==> config.mk <==
export PLATFORM = sky130hd
export DESIGN_NAME = lnk_led_ctrl
export DESIGN_NICKNAME = d
export VERILOG_FILES = /design/src/rtl/lel_pkg.sv /design/src/rtl/lel_regs.sv /design/src/rtl/lel_timebase.sv /design/src/rtl/lel_lane.sv /design/src/rtl/lnk_led_ctrl.sv
export SDC_FILE = /design/constraint.sdc
export NUM_CORES = 1
export LEC_CHECK = 0
export BUFFER_PORTS_ARGS = -buffer_cell sky130_fd_sc_hd__buf_2
export CAP_MARGIN = 10
export CELL_PAD_IN_SITES_DETAIL_PLACEMENT = 1
export CELL_PAD_IN_SITES_GLOBAL_PLACEMENT = 1
export CORE_UTILIZATION = 36
export CTS_BUF_LIST = sky130_fd_sc_hd__clkbuf_4
export DETAILED_ROUTE_END_ITERATION = 16
export PLACE_DENSITY = 0.68
export SKIP_CTS_REPAIR_TIMING = 1
export SKIP_LAST_GASP = 1
export SLEW_MARGIN = 25
export SYNTH_ARGS = -nofsm -noshare
export SYNTH_HDL_FRONTEND = slang
export SYNTH_HIERARCHICAL = 1
export SYNTH_SLANG_ARGS = --single-unit
==> constraint.sdc <==
create_clock -name clk -period 3.7 [get_ports clk]
set_input_delay 0 -clock clk [delete_from_list [all_inputs] [get_ports clk]]
set_output_delay 0 -clock clk [all_outputs]
set_load 0.05 [all_outputs]
==> src/rtl/lel_pkg.sv <==
package lel_pkg;
    timeunit 1ns;
    timeprecision 1ps;

    localparam int DATA_W = 16;
    localparam int ADDR_W = 8;

    localparam logic [ADDR_W-1:0] ADR_CTL   = 8'h21;
    localparam logic [ADDR_W-1:0] ADR_ONT   = 8'h22;
    localparam logic [ADDR_W-1:0] ADR_PER   = 8'h23;
    localparam logic [ADDR_W-1:0] ADR_LANE0 = 8'h24;

    localparam logic [DATA_W-1:0] MSK_CTL = 16'h800B;
    localparam logic [DATA_W-1:0] MSK_ON  = 16'hC14B;
    localparam logic [DATA_W-1:0] MSK_BLK = 16'h0E0F;

    // steady register fields
    localparam int ON_EN  = 15;
    localparam int ON_POL = 14;
    localparam int EV_2G5 = 8;
    localparam int EV_FRC = 6;
    localparam int EV_DN  = 3;
    localparam int EV_100 = 1;
    localparam int EV_1G  = 0;

    // blink register fields
    localparam int BK_RX2G5 = 11;
    localparam int BK_TX2G5 = 10;
    localparam int BK_FRC   = 9;
    localparam int BK_RX100 = 3;
    localparam int BK_TX100 = 2;
    localparam int BK_RX1G  = 1;
    localparam int BK_TX1G  = 0;

    // activity vector index per speed
    localparam int SP_100 = 0;
    localparam int SP_1G  = 1;
    localparam int SP_2G5 = 2;

    typedef enum logic [1:0] {
        SPD_100M = 2'b00,
        SPD_1G   = 2'b01,
        SPD_2G5  = 2'b10,
        SPD_NONE = 2'b11
    } speed_e;
endpackage

==> src/rtl/lel_regs.sv <==
module lel_regs
    import lel_pkg::*;
#(
    parameter int N_LED = 3
) (
    input  logic                         clk,
    input  logic                         rst_n,
    input  logic                         we,
    input  logic [ADDR_W-1:0]            addr,
    input  logic [DATA_W-1:0]            wdata,
    output logic [DATA_W-1:0]            rdata,
    output logic                         ext_en,
    output logic [1:0]                   mode,
    output logic                         blink_en,
    output logic [DATA_W-1:0]            on_time,
    output logic [DATA_W-1:0]            period,
    output logic [N_LED-1:0][DATA_W-1:0] on_cfg,
    output logic [N_LED-1:0][DATA_W-1:0] blk_cfg
);
    timeunit 1ns;
    timeprecision 1ps;

    typedef struct packed {
        logic [DATA_W-1:0]            ctl;
        logic [DATA_W-1:0]            ont;
        logic [DATA_W-1:0]            per;
        logic [N_LED-1:0][DATA_W-1:0] onc;
        logic [N_LED-1:0][DATA_W-1:0] blc;
    } regs_t;

    regs_t r_d, r_q;

    always_comb begin
        r_d = r_q;
        if (we) begin
            if (addr == ADR_CTL) r_d.ctl = wdata & MSK_CTL;
            if (addr == ADR_ONT) r_d.ont = wdata;
            if (addr == ADR_PER) r_d.per = wdata;
            for (int i = 0; i < N_LED; i++) begin
                if (addr == ADR_LANE0 + ADDR_W'(2*i))     r_d.onc[i] = wdata & MSK_ON;
                if (addr == ADR_LANE0 + ADDR_W'(2*i + 1)) r_d.blc[i] = wdata & MSK_BLK;
            end
        end
    end

    always_comb begin
        rdata = '0;
        if (addr == ADR_CTL) rdata = r_q.ctl;
        if (addr == ADR_ONT) rdata = r_q.ont;
        if (addr == ADR_PER) rdata = r_q.per;
        for (int i = 0; i < N_LED; i++) begin
            if (addr == ADR_LANE0 + ADDR_W'(2*i))     rdata = r_q.onc[i];
            if (addr == ADR_LANE0 + ADDR_W'(2*i + 1)) rdata = r_q.blc[i];
        end
    end

    always_ff @(posedge clk or negedge rst_n) begin
        if (!rst_n) r_q <= '0;
        else        r_q <= r_d;
    end

    assign ext_en   = r_q.ctl[15];
    assign mode     = r_q.ctl[1:0];
    assign blink_en = r_q.ctl[3];
    assign on_time  = r_q.ont;
    assign period   = r_q.per;
    assign on_cfg   = r_q.onc;
    assign blk_cfg  = r_q.blc;

    // Software-visible control takes the masked write value one cycle later.
    AST_CTL_WRITE: assert property (@(posedge clk) disable iff (!rst_n)
        (we && addr == ADR_CTL) |=> ({ext_en, blink_en, mode} ==
            {$past(wdata[15]), $past(wdata[3]), $past(wdata[1:0])}));
endmodule

==> src/rtl/lel_timebase.sv <==
module lel_timebase
    import lel_pkg::*;
#(
    parameter int PRESCALE = 4
) (
    input  logic              clk,
    input  logic              rst_n,
    input  logic              blink_en,
    input  logic [DATA_W-1:0] on_time,
    input  logic [DATA_W-1:0] period,
    output logic              wave,
    output logic              period_end
);
    timeunit 1ns;
    timeprecision 1ps;

    localparam int PRE_W = (PRESCALE > 1) ? $clog2(PRESCALE) : 1;
    localparam logic [PRE_W-1:0] PRE_LAST = PRE_W'(PRESCALE - 1);

    typedef struct packed {
        logic [PRE_W-1:0]  pre;
        logic [DATA_W-1:0] phase;
    } tb_t;

    tb_t t_d, t_q;
    logic tick;
    logic wrap;

    always_comb begin
        t_d  = t_q;
        tick = 1'b0;
        wrap = ({1'b0, t_q.phase} + (DATA_W+1)'(1)) >= {1'b0, period};
        if (!blink_en) begin
            t_d.pre = '0;
        end else if (t_q.pre == PRE_LAST) begin
            t_d.pre = '0;
            tick    = 1'b1;
        end else begin
            t_d.pre = t_q.pre + PRE_W'(1);
        end
        if (tick) t_d.phase = wrap ? '0 : t_q.phase + DATA_W'(1);
        wave       = t_q.phase < on_time;
        period_end = tick && wrap;
    end

    always_ff @(posedge clk or negedge rst_n) begin
        if (!rst_n) t_q <= '0;
        else        t_q <= t_d;
    end

    AST_FROZEN_PHASE: assert property (@(posedge clk) disable iff (!rst_n)
        !blink_en |=> $stable(t_q.phase));
    AST_WRAP_ZERO: assert property (@(posedge clk) disable iff (!rst_n)
        period_end |=> (t_q.phase == '0));
endmodule

==> src/rtl/lel_lane.sv <==
module lel_lane
    import lel_pkg::*;
(
    input  logic              clk,
    input  logic              rst_n,
    input  logic              active,
    input  logic [DATA_W-1:0] on_cfg,
    input  logic [DATA_W-1:0] blk_cfg,
    input  logic              link_up,
    input  speed_e            speed,
    input  logic [2:0]        act_tx,
    input  logic [2:0]        act_rx,
    input  logic              wave,
    input  logic              period_end,
    output logic              led
);
    timeunit 1ns;
    timeprecision 1ps;

    typedef struct packed {
        logic hold;
        logic armed;
        logic led;
    } lane_t;

    lane_t s_d, s_q;
    logic [DATA_W-1:0] on_ev;
    logic [DATA_W-1:0] bk_ev;
    logic enabled;
    logic on_hit;
    logic act_now;
    logic lit;

    always_comb begin
        on_ev          = '0;
        on_ev[EV_2G5]  = link_up && speed == SPD_2G5;
        on_ev[EV_FRC]  = 1'b1;
        on_ev[EV_DN]   = !link_up;
        on_ev[EV_100]  = link_up && speed == SPD_100M;
        on_ev[EV_1G]   = link_up && speed == SPD_1G;

        bk_ev            = '0;
        bk_ev[BK_RX2G5]  = act_rx[SP_2G5];
        bk_ev[BK_TX2G5]  = act_tx[SP_2G5];
        bk_ev[BK_FRC]    = 1'b1;
        bk_ev[BK_RX100]  = act_rx[SP_100];
        bk_ev[BK_TX100]  = act_tx[SP_100];
        bk_ev[BK_RX1G]   = act_rx[SP_1G];
        bk_ev[BK_TX1G]   = act_tx[SP_1G];

        enabled = active && on_cfg[ON_EN];
        on_hit  = |(on_cfg & on_ev);
        act_now = |(blk_cfg & bk_ev);

        s_d = s_q;
        if (!enabled) begin
            s_d.hold  = 1'b0;
            s_d.armed = 1'b0;
        end else if (act_now) begin
            s_d.hold  = 1'b1;
            s_d.armed = 1'b0;
        end else if (period_end && s_q.hold) begin
            if (s_q.armed) begin
                s_d.hold  = 1'b0;
                s_d.armed = 1'b0;
            end else begin
                s_d.armed = 1'b1;
            end
        end

        lit     = enabled && (on_hit || ((act_now || s_q.hold) && wave));
        s_d.led = on_cfg[ON_POL] ? lit : !lit;
    end

    always_ff @(posedge clk or negedge rst_n) begin
        if (!rst_n) s_q <= 3'b001;
        else        s_q <= s_d;
    end

    assign led = s_q.led;

    AST_OFF_WHEN_IDLE: assert property (@(posedge clk) disable iff (!rst_n)
        !enabled |=> (led == !$past(on_cfg[ON_POL])));
    AST_ON_WINS: assert property (@(posedge clk) disable iff (!rst_n)
        (enabled && on_hit) |=> (led == $past(on_cfg[ON_POL])));
    AST_ACT_HOLDS: assert property (@(posedge clk) disable iff (!rst_n)
        (enabled && act_now) |=> s_q.hold);
endmodule

==> src/rtl/lnk_led_ctrl.sv <==
module lnk_led_ctrl
    import lel_pkg::*;
#(
    parameter int N_LED    = 3,
    parameter int PRESCALE = 4
) (
    input  logic              clk,
    input  logic              rst_n,
    input  logic              reg_we,
    input  logic [7:0]        reg_addr,
    input  logic [15:0]       reg_wdata,
    output logic [15:0]       reg_rdata,
    input  logic              link_up,
    input  logic [1:0]        link_speed,
    input  logic [2:0]        act_tx,
    input  logic [2:0]        act_rx,
    output logic [N_LED-1:0]  led_o
);
    timeunit 1ns;
    timeprecision 1ps;

    logic                         ext_en;
    logic [1:0]                   mode;
    logic                         blink_en;
    logic [DATA_W-1:0]            on_time;
    logic [DATA_W-1:0]            period;
    logic [N_LED-1:0][DATA_W-1:0] on_cfg;
    logic [N_LED-1:0][DATA_W-1:0] blk_cfg;
    logic                         wave;
    logic                         period_end;
    logic                         active;
    speed_e                       speed;

    assign active = ext_en && (mode != 2'b00);
    assign speed  = speed_e'(link_speed);

    lel_regs #(.N_LED(N_LED)) u_regs (
        .clk      (clk),
        .rst_n    (rst_n),
        .we       (reg_we),
        .addr     (reg_addr),
        .wdata    (reg_wdata),
        .rdata    (reg_rdata),
        .ext_en   (ext_en),
        .mode     (mode),
        .blink_en (blink_en),
        .on_time  (on_time),
        .period   (period),
        .on_cfg   (on_cfg),
        .blk_cfg  (blk_cfg)
    );

    lel_timebase #(.PRESCALE(PRESCALE)) u_tb (
        .clk        (clk),
        .rst_n      (rst_n),
        .blink_en   (blink_en),
        .on_time    (on_time),
        .period     (period),
        .wave       (wave),
        .period_end (period_end)
    );

    for (genvar g = 0; g < N_LED; g++) begin : g_lane
        lel_lane u_lane (
            .clk        (clk),
            .rst_n      (rst_n),
            .active     (active),
            .on_cfg     (on_cfg[g]),
            .blk_cfg    (blk_cfg[g]),
            .link_up    (link_up),
            .speed      (speed),
            .act_tx     (act_tx),
            .act_rx     (act_rx),
            .wave       (wave),
            .period_end (period_end),
            .led        (led_o[g])
        );
    end
endmodule

==> results of run 1 <==
==> where the power goes <==
group / internal [mW] / switching (mW)
sequential: 1.19 / 0.0379
clock: 0.146 / 0.430
combinational: 0.141 / 0.208
total: 1.48 / 0.676
==> cell type report <==
class	count	area, µm²
inverters	35	131
flip-flops and latches	105	2630
clock inverters	7	55.1
well taps	225	282
repair buffers	80	524
multi-input cells	418	3470
clock buffers	9	67.6
fillers	1971	10000
==> registers in the layout, indices dropped and copies added (netlist names) <==
register,flops
u_regs/blk_cfg,21
u_regs/on_cfg,21
u_tb/t_q,18
u_regs/on_time,16
u_regs/period,16
g_lane.u_lane/s_q,6
g_lane.u_lane/led,3
u_regs/mode,2
u_regs/blink_en,1
u_regs/ext_en,1
==> worst max-delay path: stages (launching register included) <==
cell	delay [ns]
dfrtp_1	0.46
ha_1	0.29
and3_4	0.25
and3_4	0.21
nand4_1	0.11
xnor2_1	0.18
ha_1	0.22
a211o_1	0.27
a31oi_1	0.15
o211ai_1	0.12
a32o_1	0.36
a21oi_2	0.25
nor2_4	0.08
nand2_1	0.12
xor2_1	0.16
nor3_1	0.06
==> cells in the final DEF (no fill, tap or decap), types with 18 or more instances in the layout <==
master	instances
buf_2	53
ha_1	33
nand2_1	40
mux2i_1	18
dfrtp_1	101
dlygate4sd3_1	21
inv_1	35
nor2_1	29
o21ai_0	18
mux2_2	71
==> layer usage <==
metal	up-vias	track usage (%)
met4	0	7.93
met5	-	0
li1	2286	-
met3	24	2.08
met1	2572	27.4
met2	85	36.8
==> worst paths after layout <==
check                      depth (start not counted)           from                      end  slack [ns]
max                                               15    u_tb/t_q[1]  g_lane[0].u_lane/s_q[1]        0.32
min                                                4  link_speed[1]     g_lane[1].u_lane/led       -0.04
max reg2reg                                       15    u_tb/t_q[1]  g_lane[0].u_lane/s_q[1]        0.32
min reg2reg                                        1   u_tb/t_q[16]             u_tb/t_q[16]        0.45
max in group asynchronous                          3          rst_n       u_regs/blk_cfg[16]        2.70
min in group asynchronous                          2          rst_n        u_regs/on_time[2]        0.11
==> stage by stage <==
| stage | power, mW | util (%) | cell area [µm²] | hold WS [ns] |
|---|---|---|---|---|
| final | 2.15 | 41.7 | 7160 | -0.0429 |
| after global routing | 2.25 | 41.7 | 7160 | 0.00102 |
| after CTS | 2.16 | 40.4 | 6940 | -0.290 |
| after detailed placement | 1.58 | 39.7 | 6820 | 0.257 |
| after global placement | 1.57 | 39.7 | 6820 | 0.245 |
| after floorplan | 1.43 | - | 6310 | -0.296 |
==> results.yml, run 1 <==
detailed_routing:
  ant_nets: 0
  wl_met2_um: 9390
  drtIter0Drc: 224
  drt-pass1-iter-count: 4
  wl_met1_um: 8210
  vias: 4967
  route.met3.wl_um: 431
  top_layer_used: "met4"
  via_per_inst: 5.65
  drc: 0
  routed_wl_um: 18400
  wl_per_cell_um: 21.0
flow_run:
  drv_cap: 0
sta:
  fin_skew_ns: 0.0157
  layout_min_cycle_time_ns: 3.38
  whs_ns: -0.0429
  max_freq_ghz: 0.296
  post-route-period-util_pct: 91.3
  tightestPinTransition_ns: 1.04
  setup_slack_ns: 0.320
  tns_ns: 0
  slew_headroom_pct: 30.0
  hold_violations: 2
  rsz0062_at_grt: "no"
  finalSetupViolations: 0
  final-max-slew-violation-count: 0
global_routing:
  grt_overflow: 0
  antenna_found_initial: 0
  grt_max_degree: 80
  track_usage_pct: 21.2
  grt_pass1_vias: 5287
  grt_pass1_wl_um: 29200
finish:
  diodes: 0
  nets: 718
  drive_gt1_share_pct: 27.5
  syn_to_final_growth_pct: 13.5
  fin_cells: 879
clock_network:
  clk_pin_slew_ns: 0.18
  cts_buffer_depth: 2
  htreeDepth: 3
  root_buffer: "clkbuf_4"
  cts_tree: "built"
  cts_made_buffers: 9
  clock-sinks: 105
  clkLatencyLatePin_ns: 0.50
hold_path:
  hold_class: "in2reg"
critical_path:
  critPathMaxFanout: 7
  end_kind: "register"
  worstSetupPathType: "reg2reg"
  start_kind: "register"
  cp.arrival_ns: 3.76
  required_ns: 4.08
power_and_ir_drop:
  power_density_mw_per_mm2: 301
  ir_worst_vdd_v: 0.000168
  leakage_nw: 3.37
logic_synthesis:
  syn_area_per_cell_um2: 11.0
  synth.cell_area_mm2: 0.00631
  synthesis.nets: 644
  yosys_warnings: 6
  synthCells: 575
floorplan:
  start_util_pct: 36.7
  pin_count: 55
  die_w_um: 134
  die_area_mm2: 0.0181
  die_h_um: 134
  row_count: 48
  core-area_mm2: 0.0172
placement:
  dp_cells: 842
  portBuffers: 54
  place_hpwl_um: 13900
  gp_congestion: 0.855
  pre_cts_slack_ns: 0.187
status:
  outcome: "finished, violations left"
  failed_checks: "negative hold slack"
(Power assumes the default switching activity.)
==> run 2: changes to the inputs <==
--- a/config.mk
+++ b/config.mk
@@ -18,5 +18,4 @@
 export SLEW_MARGIN = 25
 export SYNTH_ARGS = -nofsm -noshare
 export SYNTH_HDL_FRONTEND = slang
-export SYNTH_HIERARCHICAL = 1
 export SYNTH_SLANG_ARGS = --single-unit
==> results.yml, run 2 <==
floorplan:
  die_w_um: 135
  core-area_mm2: 0.0173
  start_util_pct: 37.0
  die_area_mm2: 0.0183
  row_count: 48
  pin_count: 55
  die_h_um: 135
finish:
  nets: 744
  layout_common_cells: "dfrtp_1, mux2_2, buf_2"
  mostFrequentLayoutCell: "dfrtp_1"
  fillCellCount: 1969
  drive_gt1_share_pct: 26.9
  syn_to_final_growth_pct: 13.1
  design_area_mm2: 0.00723
logic_synthesis:
  synth_top_area_share_pct: 39.9
  syn_area_per_cell_um2: 10.6
  yosysMostFrequentCell: "dfrtp_1"
  synth-seq-cells: 105
  synthCells: 601
  synthTopCellsByArea: "dfrtp_1, mux2_2, ha_1"
  yosys_warnings: 0
  ys_types: 64
  synth.cell_area_mm2: 0.00640
  synth_edf_count: 0
  ys.flop_type: "dfrtp_1"
  async_flop_share_pct: 100
  synthesis.nets: 670
  yosys-top-cells-count: "dfrtp_1, mux2_2, nand2_1"
  yosys.area.top_type: "dfrtp_1"
  synth_seq_area_share_pct: 41.1
detailed_routing:
  routed_wl_um: 18800
  ant_nets: 0
  drt-pass1-iter-count: 4
  vias: 5047
  via_per_inst: 5.57
  drc: 0
  wl_per_cell_um: 20.8
  drtIter0Drc: 250
sta:
  final-max-slew-violation-count: 0
  fin_skew_ns: 0.0214
  tightestPinTransition_ns: 0.767
  max_freq_ghz: 0.286
  slew_headroom_pct: 48.8
  hold_violations: 0
  rsz0062_at_grt: "no"
  tns_ns: 0
  finalSetupViolations: 0
  post-route-period-util_pct: 94.5
  layout_min_cycle_time_ns: 3.50
global_routing:
  grt_pass1_vias: 5313
  antenna_found_initial: 1
  grt_max_degree: 55
  grt_overflow: 0
  grt_pass1_wl_um: 30000
  track_usage_pct: 21.6
clock_network:
  htreeDepth: 3
  clk_pin_slew_ns: 0.19
  cts_made_buffers: 9
  clock-sinks: 105
  cts_buffer_depth: 2
  root_buffer: "clkbuf_4"
  clkLatencyLatePin_ns: 0.50
  cts_tree: "built"
placement:
  place_area_mm2: 0.00693
  gp_congestion: 0.851
  place_hpwl_um: 14200
  portBuffers: 54
power_and_ir_drop:
  ir_worst_vdd_v: 0.000239
  leakage_nw: 3.46
  power_density_mw_per_mm2: 302
critical_path:
  end_kind: "register"
  required_ns: 4.09
  worstSetupPathType: "reg2reg"
  start_kind: "register"
  cp.arrival_ns: 3.89
  critPathMaxFanout: 5
  r2r_slack_ns: 0.20
flow_run:
  drv_cap: 0
hold_path:
  hold_class: "in2reg"
status:
  outcome: "completed"
## run 2: cell count changes in the layout (fill, tap and decap cells not counted), sizes merged, moves of 7 or more
cell and change:
buf +7, mux2i +7, nand3 +13, nand2 +10
o221ai +7, o211ai -8, nor3 +9, o2bb2ai +9
## run 2: cells by family (layout without fill, tap and decap cells)
family,count (synthesis),after routing,share of synthesized area (%)
multiplexers,107,107,19.5
AND/OR/NAND/NOR,174,174,14.8
XOR/XNOR,11,11,1.51
other,0,1,0
flip-flops,105,105,41.1
AO/OA/AOI/OAI,113,113,12.6
adder cells (fa/ha/maj),33,33,6.46
buffers and inverters,58,137,3.97
## run 2: worst paths after layout
check,cells after the start,from,to
max,12,u_tb.t_q[1],g_lane[1].u_lane.s_q[1]
min,4,link_up,g_lane[1].u_lane.led
max reg2reg,12,u_tb.t_q[1],g_lane[1].u_lane.s_q[1]
min reg2reg,1,u_tb.t_q[16],u_tb.t_q[16]
max in group asynchronous,3,rst_n,u_regs.period[8]
min in group asynchronous,2,rst_n,u_tb.t_q[3]
## run 2: layout make-up
| cell class | count | area (µm²) | share of cell area (%) |
|---|---|---|---|
| antenna | 1 | 2.50 | 0.0346 |
| clock buffer | 10 | 75.1 | 1.04 |
| clock inverter | 6 | 51.3 | 0.709 |
| inverter | 38 | 143 | 1.97 |
| multi-input combinational | 438 | 3510 | 48.6 |
| sequential | 105 | 2630 | 36.4 |
| tap | 225 | 282 | 3.89 |
| timing repair buffer | 83 | 533 | 7.37 |
## run 2: worst max-delay path, stage by stage, from the launching register on
cell and delay (ns):
dfrtp_2 0.45, ha_2 0.25, nand4_1 0.16, nor2_1 0.19
nand4_1 0.21, nor2_1 0.18, xor2_1 0.21, ha_1 0.29
and4_1 0.22, a2111o_1 0.41, o21ba_1 0.27, o211ai_1 0.21
mux2_1 0.34
## run 2: per-layer routing
metal	global-route usage (%)	vias to the layer above	routed length [µm]
li1	-	2357	-
met1	28.7	2567	8830
met2	36.0	104	9030
met3	4.12	19	690
met4	5.56	0	291
met5	0	-	0
## run 2: report_power, final
part | switching (mW) | internal (mW)
sequential | 0.0395 | 1.20
clock | 0.434 | 0.157
combinational | 0.220 | 0.140
total | 0.693 | 1.49
## run 2: per-stage QoR
stage,power [mW],worst slack (ns),utilization [%],cells,hold WS (ns)
floorplan,1.45,0.448,-,601,-0.296
global placement,1.59,0.300,40.1,872,0.114
detailed placement,1.60,0.187,40.1,872,0.131
CTS,2.20,0.143,40.8,888,-0.436
global route,2.28,0.0143,41.8,906,0.0159
finish,2.19,0.203,41.8,906,0.0164
